--- config.mk ---
export PLATFORM = sky130hd
export DESIGN_NAME = conf_ctr_bank
export DESIGN_NICKNAME = d
export VERILOG_FILES = /design/src/rtl/cc_pkg.sv /design/src/rtl/cc_lfsr.sv /design/src/rtl/cc_step.sv /design/src/rtl/cc_bank.sv /design/src/rtl/conf_ctr_bank.sv
export SDC_FILE = /design/constraint.sdc
export NUM_CORES = 1
export LEC_CHECK = 0
export BUFFER_PORTS_ARGS = -buffer_cell sky130_fd_sc_hd__buf_2
export CAP_MARGIN = 20
export CORE_ASPECT_RATIO = 0.5
export CORE_MARGIN = 5
export CORE_UTILIZATION = 50
export CTS_BUF_LIST = sky130_fd_sc_hd__clkbuf_16
export CTS_CLUSTER_SIZE = 12
export DETAILED_ROUTE_END_ITERATION = 10
export HOLD_SLACK_MARGIN = 0.02
export PLACE_DENSITY = 0.68
export SYNTH_ARGS = -nofsm -noshare
export SYNTH_HDL_FRONTEND = slang
export SYNTH_SLANG_ARGS = --single-unit
--- constraint.sdc ---
create_clock -name clk_i -period 5.1 [get_ports clk_i]
set_input_delay 0 -clock clk_i [delete_from_list [all_inputs] [get_ports clk_i]]
set_output_delay 0 -clock clk_i [all_outputs]
set_load 0.01 [all_outputs]
--- src/rtl/cc_pkg.sv ---
package cc_pkg;

   typedef enum logic [1:0] {
      CC_PLAIN     = 2'd0,
      CC_COMMIT    = 2'd1,
      CC_REISSUE   = 2'd2,
      CC_PLAIN_ALT = 2'd3
   } cc_mode_e;

   localparam int unsigned CC_LVL_W = 3;
   localparam logic [CC_LVL_W-1:0] CC_LVL_MAX = '1;

endpackage

--- src/rtl/cc_lfsr.sv ---
module cc_lfsr #(
   parameter int unsigned W    = 16,
   parameter logic [W-1:0] TAPS = 16'hB400
) (
   input  logic         clk,
   input  logic         rst_n,
   input  logic [W-1:0] seed,
   input  logic         adv,
   output logic [W-1:0] state_o
);

   if (W < 2) begin : g_bad_w
      $error("cc_lfsr: width must be at least 2");
   end
   if (TAPS == '0) begin : g_bad_taps
      $error("cc_lfsr: tap mask must be nonzero");
   end

   logic [W-1:0] state_q;
   logic [W-1:0] seed_eff;
   logic         fb;

   assign seed_eff = (seed == '0) ? W'(1) : seed;
   assign fb       = ^(state_q & TAPS);

   always_ff @(posedge clk) begin
      if (!rst_n) begin
         state_q <= seed_eff;
      end else if (adv) begin
         state_q <= {state_q[W-2:0], fb};
      end
   end

   assign state_o = state_q;

endmodule

--- src/rtl/cc_step.sv ---
module cc_step
   import cc_pkg::*;
#(
   parameter int unsigned RW      = 16,
   parameter bit          PROB_EN = 1'b1,
   parameter int unsigned A_LO_K  = 4,
   parameter int unsigned A_HI_K  = 5,
   parameter int unsigned B_LO_K  = 3,
   parameter int unsigned B_HI_K  = 4,
   parameter int unsigned HI_FROM = 5
) (
   input  cc_mode_e              mode,
   input  logic [CC_LVL_W-1:0]   lvl,
   input  logic                  hit,
   input  logic [RW-1:0]         rnd,
   output logic [CC_LVL_W-1:0]   nxt
);

   if (A_LO_K > RW || A_HI_K > RW || B_LO_K > RW || B_HI_K > RW) begin : g_bad_k
      $error("cc_step: draw width exceeds random source width");
   end
   if (HI_FROM == 0 || HI_FROM > 6) begin : g_bad_hi
      $error("cc_step: upper band start must lie in 1..6");
   end

   localparam logic [RW-1:0] M_A_LO = RW'((64'd1 << A_LO_K) - 64'd1);
   localparam logic [RW-1:0] M_A_HI = RW'((64'd1 << A_HI_K) - 64'd1);
   localparam logic [RW-1:0] M_B_LO = RW'((64'd1 << B_LO_K) - 64'd1);
   localparam logic [RW-1:0] M_B_HI = RW'((64'd1 << B_HI_K) - 64'd1);
   localparam logic [CC_LVL_W-1:0] HI_LVL = CC_LVL_W'(HI_FROM);

   logic pass;

   if (PROB_EN) begin : g_prob
      logic [RW-1:0] mask;
      logic          upper;
      assign upper = (lvl >= HI_LVL);
      always_comb begin
         mask = '0;
         if (lvl != '0) begin
            unique case (mode)
               CC_COMMIT:  mask = upper ? M_A_HI : M_A_LO;
               CC_REISSUE: mask = upper ? M_B_HI : M_B_LO;
               default:    mask = '0;
            endcase
         end
      end
      assign pass = ((rnd & mask) == '0);
   end else begin : g_plain
      logic unused_rnd;
      assign unused_rnd = ^{rnd, mode};
      assign pass = 1'b1;
   end

   always_comb begin
      if (!hit) begin
         nxt = '0;
      end else if (lvl == CC_LVL_MAX) begin
         nxt = CC_LVL_MAX;
      end else if (pass) begin
         nxt = lvl + CC_LVL_W'(1);
      end else begin
         nxt = lvl;
      end
   end

endmodule

--- src/rtl/cc_bank.sv ---
module cc_bank #(
   parameter int unsigned N  = 32,
   parameter int unsigned IW = 5,
   parameter int unsigned CW = 3
) (
   input  logic            clk,
   input  logic            rst_n,
   input  logic            we,
   input  logic [IW-1:0]   widx,
   input  logic [CW-1:0]   wdata,
   output logic [N*CW-1:0] flat_o
);

   if (N != (1 << IW)) begin : g_bad_n
      $error("cc_bank: entry count must equal 2**IW");
   end

   for (genvar i = 0; i < N; i++) begin : g_ent
      logic [CW-1:0] cell_q;
      logic          sel;
      assign sel = we && (widx == IW'(i));
      always_ff @(posedge clk) begin
         if (!rst_n) begin
            cell_q <= '0;
         end else if (sel) begin
            cell_q <= wdata;
         end
      end
      assign flat_o[i*CW +: CW] = cell_q;
   end

endmodule

--- src/rtl/conf_ctr_bank.sv ---
module conf_ctr_bank
   import cc_pkg::*;
#(
   parameter int unsigned N_ENTRIES = 32,
   parameter int unsigned RND_W     = 16,
   parameter logic [RND_W-1:0] RND_TAPS = 16'hB400,
   parameter bit          PROB_EN   = 1'b1,
   parameter int unsigned A_LO_K    = 4,
   parameter int unsigned A_HI_K    = 5,
   parameter int unsigned B_LO_K    = 3,
   parameter int unsigned B_HI_K    = 4,
   parameter int unsigned HI_FROM   = 5,
   localparam int unsigned IDX_W    = $clog2(N_ENTRIES)
) (
   input  logic                 clk_i,
   input  logic                 rst_ni,
   input  logic [RND_W-1:0]     seed_i,
   input  logic [1:0]           mode_i,
   input  logic                 rd_en_i,
   input  logic [IDX_W-1:0]     rd_idx_i,
   output logic                 rd_valid_o,
   output logic [CC_LVL_W-1:0]  rd_level_o,
   output logic                 rd_conf_o,
   input  logic                 upd_en_i,
   input  logic [IDX_W-1:0]     upd_idx_i,
   input  logic                 upd_hit_i
);

   localparam int unsigned LW = CC_LVL_W;

   if (N_ENTRIES < 2) begin : g_bad_entries
      $error("conf_ctr_bank: need at least two entries");
   end

   logic [N_ENTRIES*LW-1:0] ctr_flat;
   logic [RND_W-1:0]        lfsr_q;
   logic [LW-1:0]           upd_cur;
   logic [LW-1:0]           upd_nxt;
   logic [LW-1:0]           rd_cur;
   cc_mode_e                mode;

   assign mode    = cc_mode_e'(mode_i);
   assign upd_cur = ctr_flat[int'(upd_idx_i)*LW +: LW];
   assign rd_cur  = ctr_flat[int'(rd_idx_i)*LW +: LW];

   cc_lfsr #(
      .W    (RND_W),
      .TAPS (RND_TAPS)
   ) u_lfsr (
      .clk     (clk_i),
      .rst_n   (rst_ni),
      .seed    (seed_i),
      .adv     (upd_en_i),
      .state_o (lfsr_q)
   );

   cc_step #(
      .RW      (RND_W),
      .PROB_EN (PROB_EN),
      .A_LO_K  (A_LO_K),
      .A_HI_K  (A_HI_K),
      .B_LO_K  (B_LO_K),
      .B_HI_K  (B_HI_K),
      .HI_FROM (HI_FROM)
   ) u_step (
      .mode (mode),
      .lvl  (upd_cur),
      .hit  (upd_hit_i),
      .rnd  (lfsr_q),
      .nxt  (upd_nxt)
   );

   cc_bank #(
      .N  (N_ENTRIES),
      .IW (IDX_W),
      .CW (LW)
   ) u_bank (
      .clk    (clk_i),
      .rst_n  (rst_ni),
      .we     (upd_en_i),
      .widx   (upd_idx_i),
      .wdata  (upd_nxt),
      .flat_o (ctr_flat)
   );

   always_ff @(posedge clk_i) begin
      if (!rst_ni) begin
         rd_valid_o <= 1'b0;
         rd_level_o <= '0;
         rd_conf_o  <= 1'b0;
      end else begin
         rd_valid_o <= rd_en_i;
         if (rd_en_i) begin
            rd_level_o <= rd_cur;
            rd_conf_o  <= (rd_cur == CC_LVL_MAX);
         end
      end
   end

endmodule

======== After elaboration in Yosys (flattened, before gate mapping) ========
Index checks and enable logic that the tools add are counted.
Widths: inputs -> output; s select.
cells by class
  $add $sub $neg .......................... 1
  multipliers ............................. 2
  order comparisons ....................... 1
  eq/ne operators ......................... 36
  shift-type cells ........................ 2
  multiplexer cells ....................... 10
  bitwise logic cells ..................... 1
  reductions and logical operators ........ 37
operator list
  operator             number
  $shiftx 96x8->3      2
  $eq 5x5->1 const B   16
  $mux 16              4
  $eq 5x4->1 const B   8
  $logic_and 1x1->1    32
  $logic_not 16->1     2
  $pmux 16 s2          1
  $eq 5x3->1 const B   4
  $and 16x16->16       1
  $reduce_xor 16->1    1
  $mul 5x2->7 const B  2
  $eq 5x2->1 const B   2
  $mux 3               3
  $eq 3x3->1 const B   2
  $eq 5x1->1 const B   1
  $logic_not 5->1      1
  $mux 5               1
  $mux 4               1
  $add 3x1->3 const B  1
  $ge 3x3->1 const B   1
  $reduce_bool 3->1    1
  $eq 2x1->1 const B   1
  $eq 2x2->1 const B   1
  $ne 2x1->1 const B   1
storage, ports and cells
  bits in registers ....................... 117
  output and inout bits ................... 5
  logic and storage cells ................. 126

======== Logic depth before layout (Yosys ltp) ========
  depth in word-level cells ............... 11
  depth in mapped cells ................... 16
  mapped depth without buffers ............ 13

======== By module ========
A second synthesis with hierarchy kept.
second synthesis, totals
  cells, all modules ...................... 540
  area, all modules ....................... 6389.9 µm²
by module, submodules not included
  module         instances  cells an instance  area each (µm²)  seq. area each (µm²)
  cc_bank        1          362                3604.7           1921.8
  conf_ctr_bank  1          103                1786.7           100.1
  cc_lfsr        1          44                 752.0            480.5
  cc_step        1          31                 246.5            0.0

======== Worst setup path before layout ========
Ideal clock, no wire load.
  path type ............................... register to register
  start point ............................. register u_bank.g_ent[14].cell_q[0]
  end point ............................... register u_bank.g_ent[28].cell_q[0]
  setup time .............................. 0.121 ns
  arrival time ............................ 2.932 ns
  data required time ...................... 4.979 ns
  setup slack ............................. 2.047 ns
  stages on the path, launching flop included .. 13
  path buffers ............................ 1
  cell sequence ........................... dfxtp_1 > mux4_2 > mux4_2 > nor2_1 > a311oi_1 > ha_1 > ha_1 > nor2_1 > o31ai_1 > or4_1 > o311ai_2 > buf_6 > o21ai_1
between the ends
  word-level cells in the longest chain between the ends .. 10
  elaborated cells on any way between the ends .. 14
  those cells by class .................... add/sub (1); order compare (1); eq/ne (1); shift (1); mux (7); bitwise (1); reduce/logical (2)
ends and longest elaborated chain
  item                              RTL line                      text
  from (decl)                       cc_bank.sv:19                 logic [CW-1:0] cell_q;
  from (signal assigned)            cc_bank.sv:26                 cell_q <= wdata;
  $shiftx 96x8->3 *                 conf_ctr_bank.sv:43           assign upd_cur = ctr_flat[int'(upd_idx_i)*LW +: LW];
  $ge 3x3->1                        cc_step.sv:37                 assign upper = (lvl >= HI_LVL);
  $mux 4 or $mux 5 (tied branches)  cc_step.sv:43, cc_step.sv:42
  $pmux 16 s2                       cc_step.sv:41                 unique case (mode)
  $mux 16                           cc_step.sv:40                 if (lvl != '0) begin
  $and 16x16->16                    cc_step.sv:48                 assign pass = ((rnd & mask) == '0);
  $logic_not 16->1                  cc_step.sv:48
  $mux 3                            cc_step.sv:60                 end else if (pass) begin
  $mux 3 *                          cc_step.sv:58                 end else if (lvl == CC_LVL_MAX) begin
  $mux 3 *                          cc_step.sv:56                 if (!hit) begin
  to (signal assigned)              cc_bank.sv:26
  to (decl)                         cc_bank.sv:19
Mark *: on every way between the ends. The rest lies on a longest branch, timed or not.
A chain may end at the register's enable or synchronous reset.

======== Worst setup path in the final report ========
  start point ............................. input port upd_idx_i[1]
  end point ............................... register u_bank.g_ent[5].cell_q[0]
between the ends
  word-level cells in the longest chain between the ends .. 11
  elaborated cells on any way between the ends .. 17
  those cells by class .................... add/sub (1); mul (1); order compare (1); eq/ne (2); shift (1); mux (7); bitwise (1); reduce/logical (3)
ends and longest elaborated chain
  item                              RTL line                      text
  from (decl)                       conf_ctr_bank.sv:25           input logic [IDX_W-1:0] upd_idx_i,
  $mul 5x2->7                       conf_ctr_bank.sv:43
  $shiftx 96x8->3                   conf_ctr_bank.sv:43
  $ge 3x3->1                        cc_step.sv:37
  $mux 4 or $mux 5 (tied branches)  cc_step.sv:43, cc_step.sv:42
  $pmux 16 s2                       cc_step.sv:41
  $mux 16                           cc_step.sv:40
  $and 16x16->16                    cc_step.sv:48
  $logic_not 16->1                  cc_step.sv:48
  $mux 3                            cc_step.sv:60
  $mux 3                            cc_step.sv:58
  $mux 3                            cc_step.sv:56
  to (signal assigned)              cc_bank.sv:26
  to (decl)                         cc_bank.sv:19
Parallel ways exist; a longest one is shown, timed or not.

==> out/metrics.cfg <==
[status]
outcome=completed

[routing]
wl_um=16500
drc=0
dr_total_vias=4987
avgRoutedWirePerCell_um=20.2
vias_per_cell=6.12
drt_iter0_drc=592
ant_nets=0
first_pass_iters=5

[cts]
clk_path_buf_depth=2
root_buffer=clkbuf_16
clock_sinks=117
tritoncts=done
post_cts_buffers=0
cts_resized=0
numCtsBuffers=17
cts_max_level=4
insertion_delay_ns=0.41
path_clk_slew_ns=0.06

[logic_synthesis]
muxShareOfSynthArea_pct=23.6
synth_simple_gate_area_share_pct=16.0
synth_compound_area_share_pct=12.8
syn-num-nets=639
synth_edf_count=16
synthFlopType=dfxtp_1
synthAdderAreaFrac_pct=1.26
syn-mean-instance-area_um2=9.94
synth_top_family_by_area=multiplexers
synth_xor_xnor_area_share_pct=0.441
yosys_warnings=0
syn_area_um2=5960
synthArstFlopShare_pct=0
ys_types=42
syn_inst=600
yosysSeqAreaShare_pct=42.0
ys_ff_latch=117

[pwr]
switching_share_pct=23.5
leakage_nw=2.56
power.switching_mw=0.569
irDropWorstVdd_uv=214
combPwrFrac_pct=9.5
seqPwrFrac_pct=40.1
p_int_mw=1.85
powerDensity_nw_per_um2=345
clkPwrFrac_pct=50.4

[global_route]
antenna_found_initial=0
grt_pass1_wl_um=26100
grt_start_max_net_pins=93
grt_overflow=0
grt_pass1_vias=4710
track_usage_pct=23.8

[place]
pre_cts_ws_ns=1.03
dp_hpwl_um=10700
placed_cell_area_um2=6210
gp_congestion=0.874
port_buffers=37

[cells_and_area]
stdcell_area_um2=7000
drive_gt1_share_pct=19.2
nets=676
area_delta_synth_final_pct=17.4
fill_cells=948
antenna_cells=0

[setup_path]
cp_slowest_cell=nor2b_1
crit_required_ns=5.38
worstSetupPathType=in -> reg
cpPeakStageDelay_ns=0.89
startpoint_type=input pin
crit_chain=buf_2 -> nor2b_1 -> a22oi_1 -> nand2_1 -> o21ai_0 -> nor2_1 -> inv_1 -> ha_1 -> nor2_1 -> o31ai_1 -> or4_1 -> o311ai_4 -> buf_4 -> o21ai_0
arrival_ns=4.03
crit_path_end_kind=flop
crit_path_max_fanout=32

[sta]
rsz0062_at_grt=false
skew_ns=0.00908
setup_viol=0
fmax_mhz=267
fin_ws_ns=1.36
finalMaxSlewViolations=0
hold_viol_final=0
period_minus_slack_ns=3.74
max-slew-margin-rel_pct=33.6
finalCritPeriodShare_pct=73.4
setup_tns_ns=0
tightest_slew_ns=0.994

[floorplanning]
core_um2=11700
chipHeight_um=87.2
fp.dieW_um=164
start_util_pct=50.8
io_pins=38
std_cell_rows=28
die_area_um2=14300

[job]
maxCapViolCount=0

[worst_hold_path]
min_path_type=in -> reg

[cell usage after synthesis, types with 4 or more instances]
library cell / number / area share [%]
mux4_2: 39 / 15
o21ai_1: 30 / 2.5
edfxtp_1: 16 / 8.1
dfxtp_1: 101 / 34
mux2i_1: 35 / 5.9
a22oi_1: 12 / 1.5
nor2_1: 15 / 0.94
nand2_1: 43 / 2.7
ha_1: 6 / 1.3
a21oi_1: 4 / 0.34
nand3_1: 108 / 9.1
nor4_1: 4 / 0.42
nor2b_1: 7 / 0.73
inv_1: 10 / 0.63
buf_2: 8 / 0.67
clkbuf_1: 28 / 1.8
o21ai_0: 70 / 5.9
nor3_1: 6 / 0.50
and3_1: 5 / 0.52
mux2_2: 16 / 3.0
[layout make-up]
class | instances | area, µm² | area share [%]
Clock buffer | 17 | 425 | 6.08
Timing Repair Buffer | 61 | 418 | 5.97
Inverter | 10 | 37.5 | 0.536
Sequential cell | 117 | 2500 | 35.7
Tap cell | 165 | 206 | 2.95
Clock inverter | 15 | 170 | 2.43
Multi-Input combinational cell | 430 | 3240 | 46.3
[power by group through the flow]
stage          combinational [mW]  sequential, mW  clock (mW)
6_report                    0.230           0.969        1.22
5_1_grt                     0.248           0.970        1.27
4_1_cts                     0.225           0.969        1.22
3_5_place_dp                0.213           0.988           0
3_3_place_gp                0.211           0.987           0
2_1_floorplan               0.153           0.985           0
[registers in the layout (all words and copies together), names as in the netlist]
signal,count
u_bank.g_ent.cell_q,96
rd_valid_o,1
u_lfsr.state_o,16
rd_conf_o,1
rd_level_o,3
[layer usage]
metal	wire length (µm)	up-vias	track usage, %
met2	7210	217	35.9
met3	1550	24	5.58
met4	278	0	7.47
met5	0	-	0
li1	-	2342	-
met1	7440	2404	34.2
[repair_timing]
action                     in CTS  in global routing
hold endpoints to repair       23                  0
setup endpoints to repair       0                  0
hold buffers                   18                  0
[cell families (layout without fill, tap and decap cells)]
family,Yosys count,in the layout
simple gates,198,198
compound gates,133,133
flops,117,117
fa+ha+maj,6,6
mux,90,90
buf+inv,53,103
xor+xnor,3,3
[final timing paths]
check | from | to | slack (ns) | cells past startpoint
setup / recovery | upd_idx_i[1] | u_bank.g_ent[5].cell_q[0] | 1.36 | 14
hold reg to reg | rd_level_o[0] | rd_level_o[0] | 0.47 | 1
setup reg to reg | u_bank.g_ent[5].cell_q[0] | u_bank.g_ent[21].cell_q[1] | 1.36 | 11
hold / removal | rd_idx_i[4] | rd_level_o[0] | 0.12 | 4
[layout by cell type, fill, tap and decap left out, types with 2 or more instances in the layout]
cell type,synthesis,final
xnor2_1,3,3
nor2b_1,7,7
dfxtp_1,101,101
o211a_1,2,2
nor2_1,15,15
dlygate4sd3_1,0,18
bufinv_16,0,4
nor3_1,6,6
ha_1,6,6
clkinv_2,0,4
or4_1,2,2
nor4_1,4,4
and3_1,5,5
nand3_1,108,108
clkinv_1,0,4
and2_1,3,3
a21oi_1,4,4
mux2_2,16,16
nand2_1,43,43
edfxtp_1,16,16
buf_4,1,6
buf_2,8,36
mux4_2,39,39
clkbuf_16,0,17
a2111oi_0,2,2
mux2i_1,35,35
inv_1,10,12
o21ai_1,30,30
o21ai_0,70,69
a311oi_1,2,2
a22oi_1,12,12
o31ai_1,2,2
nand2b_1,3,3
[critical path, delay by kind of cell]
| family | cells | cell delay [ns] |
|---|---|---|
| simple gates | 5 | 2.05 |
| fa+ha+maj | 1 | 0.30 |
| compound gates | 5 | 0.80 |
| buf+inv | 3 | 0.87 |
[through the flow]
| step | hold slack [ns] | util (%) | instances | total power, mW |
|---|---|---|---|---|
| floorplan | 0.122 | - | 600 | 1.14 |
| global placement | 0.307 | 52.9 | 764 | 1.20 |
| detailed placement | 0.318 | 52.9 | 764 | 1.20 |
| CTS | 0.100 | 59.5 | 814 | 2.42 |
| global route | 0.144 | 59.6 | 815 | 2.49 |
| finish | 0.119 | 59.6 | 815 | 2.42 |
No activity file was read; power rests on OpenSTA's default activity.
